<file path="src/rtl/jtag_hnd_pkg.sv">
package jtag_hnd_pkg;

  localparam int IR_W = 4;

  typedef enum logic [3:0] {
    ST_TLR, ST_RTI,
    ST_SEL_DR, ST_CAP_DR, ST_SHF_DR, ST_EX1_DR, ST_PAU_DR, ST_EX2_DR, ST_UPD_DR,
    ST_SEL_IR, ST_CAP_IR, ST_SHF_IR, ST_EX1_IR, ST_PAU_IR, ST_EX2_IR, ST_UPD_IR
  } tap_state_e;

  localparam logic [IR_W-1:0] OP_EXTEST  = 4'h0;
  localparam logic [IR_W-1:0] OP_IDCODE  = 4'h1;
  localparam logic [IR_W-1:0] OP_SAMPLE  = 4'h2;
  localparam logic [IR_W-1:0] OP_CLAMP   = 4'h3;
  localparam logic [IR_W-1:0] OP_HANDOFF = 4'h4;
  localparam logic [IR_W-1:0] OP_BYPASS  = 4'hF;

  typedef enum logic [1:0] {DR_BYP, DR_ID, DR_BSR} dr_sel_e;

endpackage

</file>
<file path="src/rtl/jtag_hnd_fsm.sv">
module jtag_hnd_fsm
  import jtag_hnd_pkg::*;
#(
  parameter int RST_RUN = 5
) (
  input  logic       tclk,
  input  logic       trst_n,
  input  logic       tms,
  input  logic       handoff,
  output tap_state_e state_q
);

  localparam int RW = $clog2(RST_RUN);

  logic [RW-1:0] run_q;
  tap_state_e    std_nxt;
  tap_state_e    nxt;

  always_comb begin
    unique case (state_q)
      ST_TLR:    std_nxt = tms ? ST_TLR    : ST_RTI;
      ST_RTI:    std_nxt = tms ? ST_SEL_DR : ST_RTI;
      ST_SEL_DR: std_nxt = tms ? ST_SEL_IR : ST_CAP_DR;
      ST_CAP_DR: std_nxt = tms ? ST_EX1_DR : ST_SHF_DR;
      ST_SHF_DR: std_nxt = tms ? ST_EX1_DR : ST_SHF_DR;
      ST_EX1_DR: std_nxt = tms ? ST_UPD_DR : ST_PAU_DR;
      ST_PAU_DR: std_nxt = tms ? ST_EX2_DR : ST_PAU_DR;
      ST_EX2_DR: std_nxt = tms ? ST_UPD_DR : ST_SHF_DR;
      ST_UPD_DR: std_nxt = tms ? ST_SEL_DR : ST_RTI;
      ST_SEL_IR: std_nxt = tms ? ST_TLR    : ST_CAP_IR;
      ST_CAP_IR: std_nxt = tms ? ST_EX1_IR : ST_SHF_IR;
      ST_SHF_IR: std_nxt = tms ? ST_EX1_IR : ST_SHF_IR;
      ST_EX1_IR: std_nxt = tms ? ST_UPD_IR : ST_PAU_IR;
      ST_PAU_IR: std_nxt = tms ? ST_EX2_IR : ST_PAU_IR;
      ST_EX2_IR: std_nxt = tms ? ST_UPD_IR : ST_SHF_IR;
      default:   std_nxt = tms ? ST_SEL_DR : ST_RTI;
    endcase
  end

  // forced reset on the last of RST_RUN highs, then the handoff park
  always_comb begin
    if (tms && run_q == RW'(RST_RUN - 1))               nxt = ST_TLR;
    else if (handoff && state_q == ST_RTI)              nxt = ST_RTI;
    else if (handoff && state_q == ST_UPD_IR)           nxt = ST_RTI;
    else                                                nxt = std_nxt;
  end

  always_ff @(posedge tclk or negedge trst_n) begin
    if (!trst_n) begin
      state_q <= ST_TLR;
      run_q   <= '0;
    end else begin
      state_q <= nxt;
      if (!tms)                              run_q <= '0;
      else if (run_q != RW'(RST_RUN - 1))    run_q <= run_q + 1'b1;
    end
  end

endmodule

</file>
<file path="src/rtl/jtag_hnd_ir.sv">
module jtag_hnd_ir
  import jtag_hnd_pkg::*;
(
  input  logic            tclk,
  input  logic            trst_n,
  input  logic            tdi,
  input  tap_state_e      state_q,
  output logic            ir_so,
  output logic [IR_W-1:0] ir_q,
  output dr_sel_e         dr_sel,
  output logic            ext_drive,
  output logic            upd_en,
  output logic            handoff
);

  logic [IR_W-1:0] sr_q;

  always_ff @(posedge tclk or negedge trst_n) begin
    if (!trst_n)                    sr_q <= IR_W'(2'b01);
    else if (state_q == ST_CAP_IR)  sr_q <= IR_W'(2'b01);
    else if (state_q == ST_SHF_IR)  sr_q <= {tdi, sr_q[IR_W-1:1]};
  end

  always_ff @(negedge tclk or negedge trst_n) begin
    if (!trst_n)                    ir_q <= OP_IDCODE;
    else if (state_q == ST_TLR)     ir_q <= OP_IDCODE;
    else if (state_q == ST_UPD_IR)  ir_q <= sr_q;
  end

  always_comb begin
    unique case (ir_q)
      OP_EXTEST, OP_SAMPLE: dr_sel = DR_BSR;
      OP_IDCODE:            dr_sel = DR_ID;
      default:              dr_sel = DR_BYP;
    endcase
  end

  assign ir_so     = sr_q[0];
  assign ext_drive = (ir_q == OP_EXTEST) || (ir_q == OP_CLAMP);
  assign upd_en    = (ir_q == OP_EXTEST) || (ir_q == OP_SAMPLE);
  assign handoff   = (ir_q == OP_HANDOFF);

endmodule

</file>
<file path="src/rtl/jtag_hnd_bsr.sv">
module jtag_hnd_bsr
  import jtag_hnd_pkg::*;
#(
  parameter int N_IN  = 4,
  parameter int N_OUT = 4
) (
  input  logic             tclk,
  input  logic             trst_n,
  input  logic             tdi,
  input  tap_state_e       state_q,
  input  logic             sel,
  input  logic             upd_en,
  input  logic [N_IN-1:0]  pin_in,
  input  logic [N_OUT-1:0] sys_out,
  output logic             so,
  output logic [N_OUT-1:0] upd_q
);

  localparam int L = N_IN + N_OUT;

  logic [L-1:0] sr_q;
  logic [L-1:0] cap;
  logic [L-1:0] shin;

  assign cap  = {sys_out, pin_in};
  assign shin = {tdi, sr_q[L-1:1]};
  assign so   = sr_q[0];

  for (genvar g = 0; g < L; g++) begin : g_cell
    always_ff @(posedge tclk or negedge trst_n) begin
      if (!trst_n)                          sr_q[g] <= 1'b0;
      else if (sel && state_q == ST_CAP_DR) sr_q[g] <= cap[g];
      else if (sel && state_q == ST_SHF_DR) sr_q[g] <= shin[g];
    end
  end

  for (genvar g = 0; g < N_OUT; g++) begin : g_upd
    always_ff @(negedge tclk or negedge trst_n) begin
      if (!trst_n)                             upd_q[g] <= 1'b0;
      else if (upd_en && state_q == ST_UPD_DR) upd_q[g] <= sr_q[N_IN + g];
    end
  end

endmodule

</file>
<file path="src/rtl/jtag_hnd_tap.sv">
module jtag_hnd_tap
  import jtag_hnd_pkg::*;
#(
  parameter int          N_IN     = 4,
  parameter int          N_OUT    = 4,
  parameter int          ID_W     = 32,
  parameter logic [30:0] ID_UPPER = 31'h0D96701F,
  parameter logic        TDO_IDLE = 1'b0
) (
  input  logic             tclk,
  input  logic             trst_n,
  input  logic             tms,
  input  logic             tdi,
  output logic             tdo,
  output logic             tdo_oe,
  input  logic [N_IN-1:0]  pin_in,
  input  logic [N_OUT-1:0] sys_out,
  output logic [N_OUT-1:0] pin_out,
  output logic             sec_en,
  output logic             sec_tms,
  output logic             sec_tdi,
  input  logic             sec_tdo
);

  localparam logic [ID_W-1:0] ID_WORD = {ID_UPPER[ID_W-2:0], 1'b1};

  tap_state_e       state_q;
  logic [IR_W-1:0]  ir_q;
  dr_sel_e          dr_sel;
  logic             ir_so, bsr_so, ext_drive, upd_en, handoff;
  logic [N_OUT-1:0] upd_q;
  logic [ID_W-1:0]  id_sr;
  logic             byp_q;
  logic             dr_so;
  logic             tdo_q, oe_q;

  jtag_hnd_fsm #(.RST_RUN(5)) u_fsm (
    .tclk(tclk), .trst_n(trst_n), .tms(tms), .handoff(handoff), .state_q(state_q)
  );

  jtag_hnd_ir u_ir (
    .tclk(tclk), .trst_n(trst_n), .tdi(tdi), .state_q(state_q), .ir_so(ir_so),
    .ir_q(ir_q), .dr_sel(dr_sel), .ext_drive(ext_drive), .upd_en(upd_en),
    .handoff(handoff)
  );

  jtag_hnd_bsr #(.N_IN(N_IN), .N_OUT(N_OUT)) u_bsr (
    .tclk(tclk), .trst_n(trst_n), .tdi(tdi), .state_q(state_q),
    .sel(dr_sel == DR_BSR), .upd_en(upd_en), .pin_in(pin_in),
    .sys_out(sys_out), .so(bsr_so), .upd_q(upd_q)
  );

  always_ff @(posedge tclk or negedge trst_n) begin
    if (!trst_n) begin
      id_sr <= '0;
      byp_q <= 1'b0;
    end else begin
      if (dr_sel == DR_ID && state_q == ST_CAP_DR)      id_sr <= ID_WORD;
      else if (dr_sel == DR_ID && state_q == ST_SHF_DR) id_sr <= {tdi, id_sr[ID_W-1:1]};
      if (dr_sel == DR_BYP && state_q == ST_CAP_DR)      byp_q <= 1'b0;
      else if (dr_sel == DR_BYP && state_q == ST_SHF_DR) byp_q <= tdi;
    end
  end

  always_comb begin
    unique case (dr_sel)
      DR_ID:   dr_so = id_sr[0];
      DR_BSR:  dr_so = bsr_so;
      default: dr_so = byp_q;
    endcase
  end

  always_ff @(negedge tclk or negedge trst_n) begin
    if (!trst_n) begin
      tdo_q <= TDO_IDLE;
      oe_q  <= 1'b0;
    end else if (state_q == ST_SHF_IR) begin
      tdo_q <= ir_so;
      oe_q  <= 1'b1;
    end else if (state_q == ST_SHF_DR) begin
      tdo_q <= dr_so;
      oe_q  <= 1'b1;
    end else begin
      tdo_q <= TDO_IDLE;
      oe_q  <= 1'b0;
    end
  end

  assign tdo     = handoff ? sec_tdo : tdo_q;
  assign tdo_oe  = handoff | oe_q;
  assign pin_out = ext_drive ? upd_q : sys_out;
  assign sec_en  = handoff;
  assign sec_tms = handoff ? tms : 1'b1;
  assign sec_tdi = tdi;

endmodule

</file>
<file path="config.mk">
export PLATFORM = sky130hd
export DESIGN_NAME = jtag_hnd_tap
export DESIGN_NICKNAME = d
export VERILOG_FILES = /design/src/rtl/jtag_hnd_pkg.sv /design/src/rtl/jtag_hnd_fsm.sv /design/src/rtl/jtag_hnd_ir.sv /design/src/rtl/jtag_hnd_bsr.sv /design/src/rtl/jtag_hnd_tap.sv
export SDC_FILE = /design/constraint.sdc
export NUM_CORES = 1
export LEC_CHECK = 0
export BUFFER_PORTS_ARGS = -buffer_cell sky130_fd_sc_hd__buf_2
export CAP_MARGIN = 5
export CORE_MARGIN = 5
export CORE_UTILIZATION = 25
export DETAILED_ROUTE_END_ITERATION = 12
export SLEW_MARGIN = 20
export SYNTH_ARGS = -nofsm -noshare
export SYNTH_HDL_FRONTEND = slang
export SYNTH_SLANG_ARGS = --single-unit
</file>
<file path="constraint.sdc">
create_clock -name tclk -period 1.6 [get_ports tclk]
set_input_delay 0.16 -clock tclk [delete_from_list [all_inputs] [get_ports tclk]]
set_output_delay 0.16 -clock tclk [all_outputs]
set_load 0.05 [all_outputs]
</file>
# Word-level counts from Yosys, hierarchy flattened
# Cells that the tools add are included.
# totals
regBits	62
latchBits	0
ramBits	0
rom_bits	0
in_bits	13
out_inout_bits	9
wordCells	120
mem_count	0
# op_classes
n_addsub	1
mul	0
n_div	0
magnitude_cmp	0
eq_ne	24
shift	0
mux	51
n_bitwise	1
n_reduce_logical	23
# op_table
operator	count
$mux W32	2
$mux W4	12
$pmux W4 S11	1
$eq A4 B4 Y1 const B	8
$mux W1	27
$eq A4 B3 Y1 const B	5
$eq A4 B2 Y1 const B	4
$mux W3	4
$logic_and A1 B1 Y1	10
$reduce_bool A2 Y1	5
$eq A4 B1 Y1 const B	2
$logic_not A4 Y1	2
$mux W2	3
$reduce_or A2 Y1	3
$pmux W2 S2	1
$add A3 B1 Y3 const B	1
$eq A3 B3 Y1 const B	1
$ne A3 B3 Y1 const B	1
$eq A2 B1 Y1 const B	1
$eq A2 B2 Y1 const B	1
$logic_not A2 Y1	1
$logic_or A1 B1 Y1	2
$ne A2 B1 Y1 const B	1
$pmux W1 S2	1
$or A1 B1 Y1	1

# Longest topological paths before layout
# logic_depth
word_depth	7
ltp_mapped	8

# Cells and area by module
# A second synthesis with hierarchy kept.
# unflattened
cells_unflattened	297
area_unflattened_um2	3306.9
# modules_own_cells
module	instances	cells_each	area_each_um2	seq_area_each_um2
jtag_hnd_tap	1	149	1776.7	875.8
jtag_hnd_bsr	1	43	583.1	300.3
jtag_hnd_fsm	1	59	545.5	175.2
jtag_hnd_ir	1	46	401.6	202.7

==> metrics.cfg <==
[floorplan]
core_area_um2=12110
pin_count=22
dieArea_um2=14770
dieHeight_um=121.5
chipWidth_um=121.5
start_util_pct=25.67
placementRows=40

[power_and_ir_drop]
p_switching_uw=3895
p_leak_uw=0.002254
powerDensity_nw_per_um2=2126
power_frac_comb_pct=53.0
p_int_uw=6552
ir_drop_mv=0.8498
pwr-share-seq_pct=25.5
switching_share_pct=37.28
pwr-share-clk_pct=21.4
total_power_uw=10450

[layout]
diodes=0
fillers=1172
drive_above_1_share_pct=50.60
final_common_cell=dfrtp_1
instances_no_fill=585
areaGrowthSynthToFinish_pct=58.07
fin_nets=430
final_cell_mix=dfrtp_1, buf_4, nand2_1

[place]
dp_hpwl_mm=4.909
gp_congestion=0.7908
io_buffers=21
placed_cells=537
place_ws_ps=-825.6

[routing]
vias_per_cell=4.585
vias=2682
drt_iter0_drc=58
wl_per_cell_um=14.96
firstDrtPassIters=4
drc=0
ant_nets=0
drt_wl_total_mm=8.749

[sta]
relSlewSlack_pct=45.56
hold_violations=0
worstMarginPinSlew_ps=813.0
fin_ws_ps=-1051
setup_viol=61
fin_skew_ps=53.21
drv_slew=0
fin_tns_setup_ps=-47720
hold_slack_ps=120.4
rsz0062_at_grt=yes

[global_routing]
antenna_found_initial=0
grtUsageTotal_pct=11.90
grt_max_degree=30
grt_pass1_vias=2864
grt_overflow=0
grt_first_pass_wirelength_mm=14.08

[synthesis]
yosysSeqAreaShare_pct=49.98
ys_ff_latch=62
synth_flop_cell=dfrtp_1
async_reset_ff_share_pct=100.0
synth_cells=333
avgSynthCellArea_um2=9.337
yosys_warnings=0
synth_edf_count=0
synth_area_um2=3109
synth_fp_nets=351
synth_cell_type_count=54

[hold_path]
hp-class=in -> reg
min-delay-start=pin_in[3]

[status]
outcome=finished with violations
violations=negative setup slack

[clock_tree]
cts_buffers=9
cts_tree=built
clock_latency_ps=370
ctsHtreeMaxLevel=3
cts-root-buf=clkbuf_16
clkTransAtPathRegs_ps=50
cts_buffer_depth=2
cts_sinks=62

[critical_path]
cp_max_fo=4
critical_path.startpoint=u_ir.ir_q[1]$_DFFE_NN0P_
startpoint_type=flop
r2r-start=u_ir.ir_q[1]$_DFFE_NN0P_
cp-end-kind=output pin
worstPathArrival_ps=2490
path_class=reg -> out
cp_data_required_time_ps=1440

[run]
cap_viol_max_count=0

-- power groups by stage --
stage                     Combinational (uW)  Clock (uW)  Sequential [uW]
after floorplan                         2470        7.82             2450
after global placement                  3030        7.82             2530
after detailed placement                3120        7.82             2550
after CTS                               5110        2280             2580
after global routing                    5950        2360             2740
final                                   5540        2240             2670
-- cell type report --
class                           count  area, um^2  share of cell area (%)
Clock buffer                       10       229.0                   4.659
Clock inverter                      7       112.6                   2.291
Inverter                            8       30.03                  0.6110
Multi-Input combinational cell    240        1828                   37.19
Sequential cell                    62        1556                   31.67
Tap cell                          168       210.2                   4.277
Timing Repair Buffer               90       948.4                   19.30
-- registers in the layout, summed over array words and instances, names as in the netlist --
register / count
byp_q: 1
tdo_q: 1
u_fsm.run_q: 3
id_sr: 32
oe_q: 1
u_bsr.shin: 7
u_fsm.state_q: 4
u_bsr.upd_q: 4
u_ir.sr_q: 4
u_bsr.so: 1
u_ir.ir_q: 4
-- timing repair --
item,in CTS,in global routing
hold endpoints to repair,1,0
gates resized for setup,94,64
cloned,11,3
buffers inserted,14,10
pin swaps,25,21
setup endpoints to repair,61,61
hold buffers,1,0
-- synth_stat cells, types with 3 or more instances --
library cell | number | area [um^2]
a211oi_1 | 5 | 37.54
a21oi_1 | 7 | 35.03
a31oi_1 | 3 | 18.77
and2_1 | 3 | 18.77
buf_2 | 9 | 45.04
buf_4 | 7 | 52.55
clkbuf_1 | 5 | 18.77
dfrtn_1 | 9 | 225.2
dfrtp_1 | 51 | 1276
ha_1 | 5 | 62.56
inv_1 | 8 | 30.03
mux2_2 | 11 | 123.9
mux2i_1 | 7 | 70.07
nand2_1 | 73 | 274.0
nand2b_1 | 3 | 18.77
nor2_1 | 27 | 101.4
o21ai_0 | 20 | 100.1
o21ai_1 | 33 | 165.2
xnor2_1 | 3 | 26.28
-- worst paths after layout --
path | end | slack [ps] | depth (start not counted)
setup / recovery | pin_out[3] | -1050 | 5
hold reg to reg | u_bsr.upd_q[1]$_DFFE_NN0P_ | 460 | 1
hold / removal | u_bsr.shin[2]$_DFFE_PN0P_ | 120 | 3
max in group asynchronous | u_ir.ir_q[0]$_DFFE_NN1P_ | 240 | 2
setup reg to reg | u_fsm.state_q[0]$_DFF_PN0_ | -970 | 6
min in group asynchronous | id_sr[19]$_DFFE_PN0P_ | 290 | 2
-- critical path, stage by stage (launching register included) --
cell	delay, ps
dfrtn_1	490
buf_4	150
xnor2_2	110
nand2_2	130
mux2_4	330
buf_6	150
-- through the flow --
step / util (%) / instance area, um^2
after floorplan: - / 3228
after global placement: 30.33 / 3674
after CTS: 38.84 / 4705
final: 40.58 / 4915
after global routing: 40.58 / 4915
after detailed placement: 30.33 / 3674
-- cell families after synthesis --
group,share of synthesized area [%]
flops,49.98
simple gates,19.60
mux,6.238
fa+ha+maj,2.012
xor+xnor,0.8452
buf+inv,5.714
compound gates,15.61
-- metal layers --
metal,vias up,wire [um],global-route usage [%]
met4,0,130,3.151
met3,13,191,2.751
met5,-,0,0
met1,1339,3622,14.08
met2,30,4805,21.59
li1,1300,-,-
No activity file was read; power rests on OpenSTA's default activity.
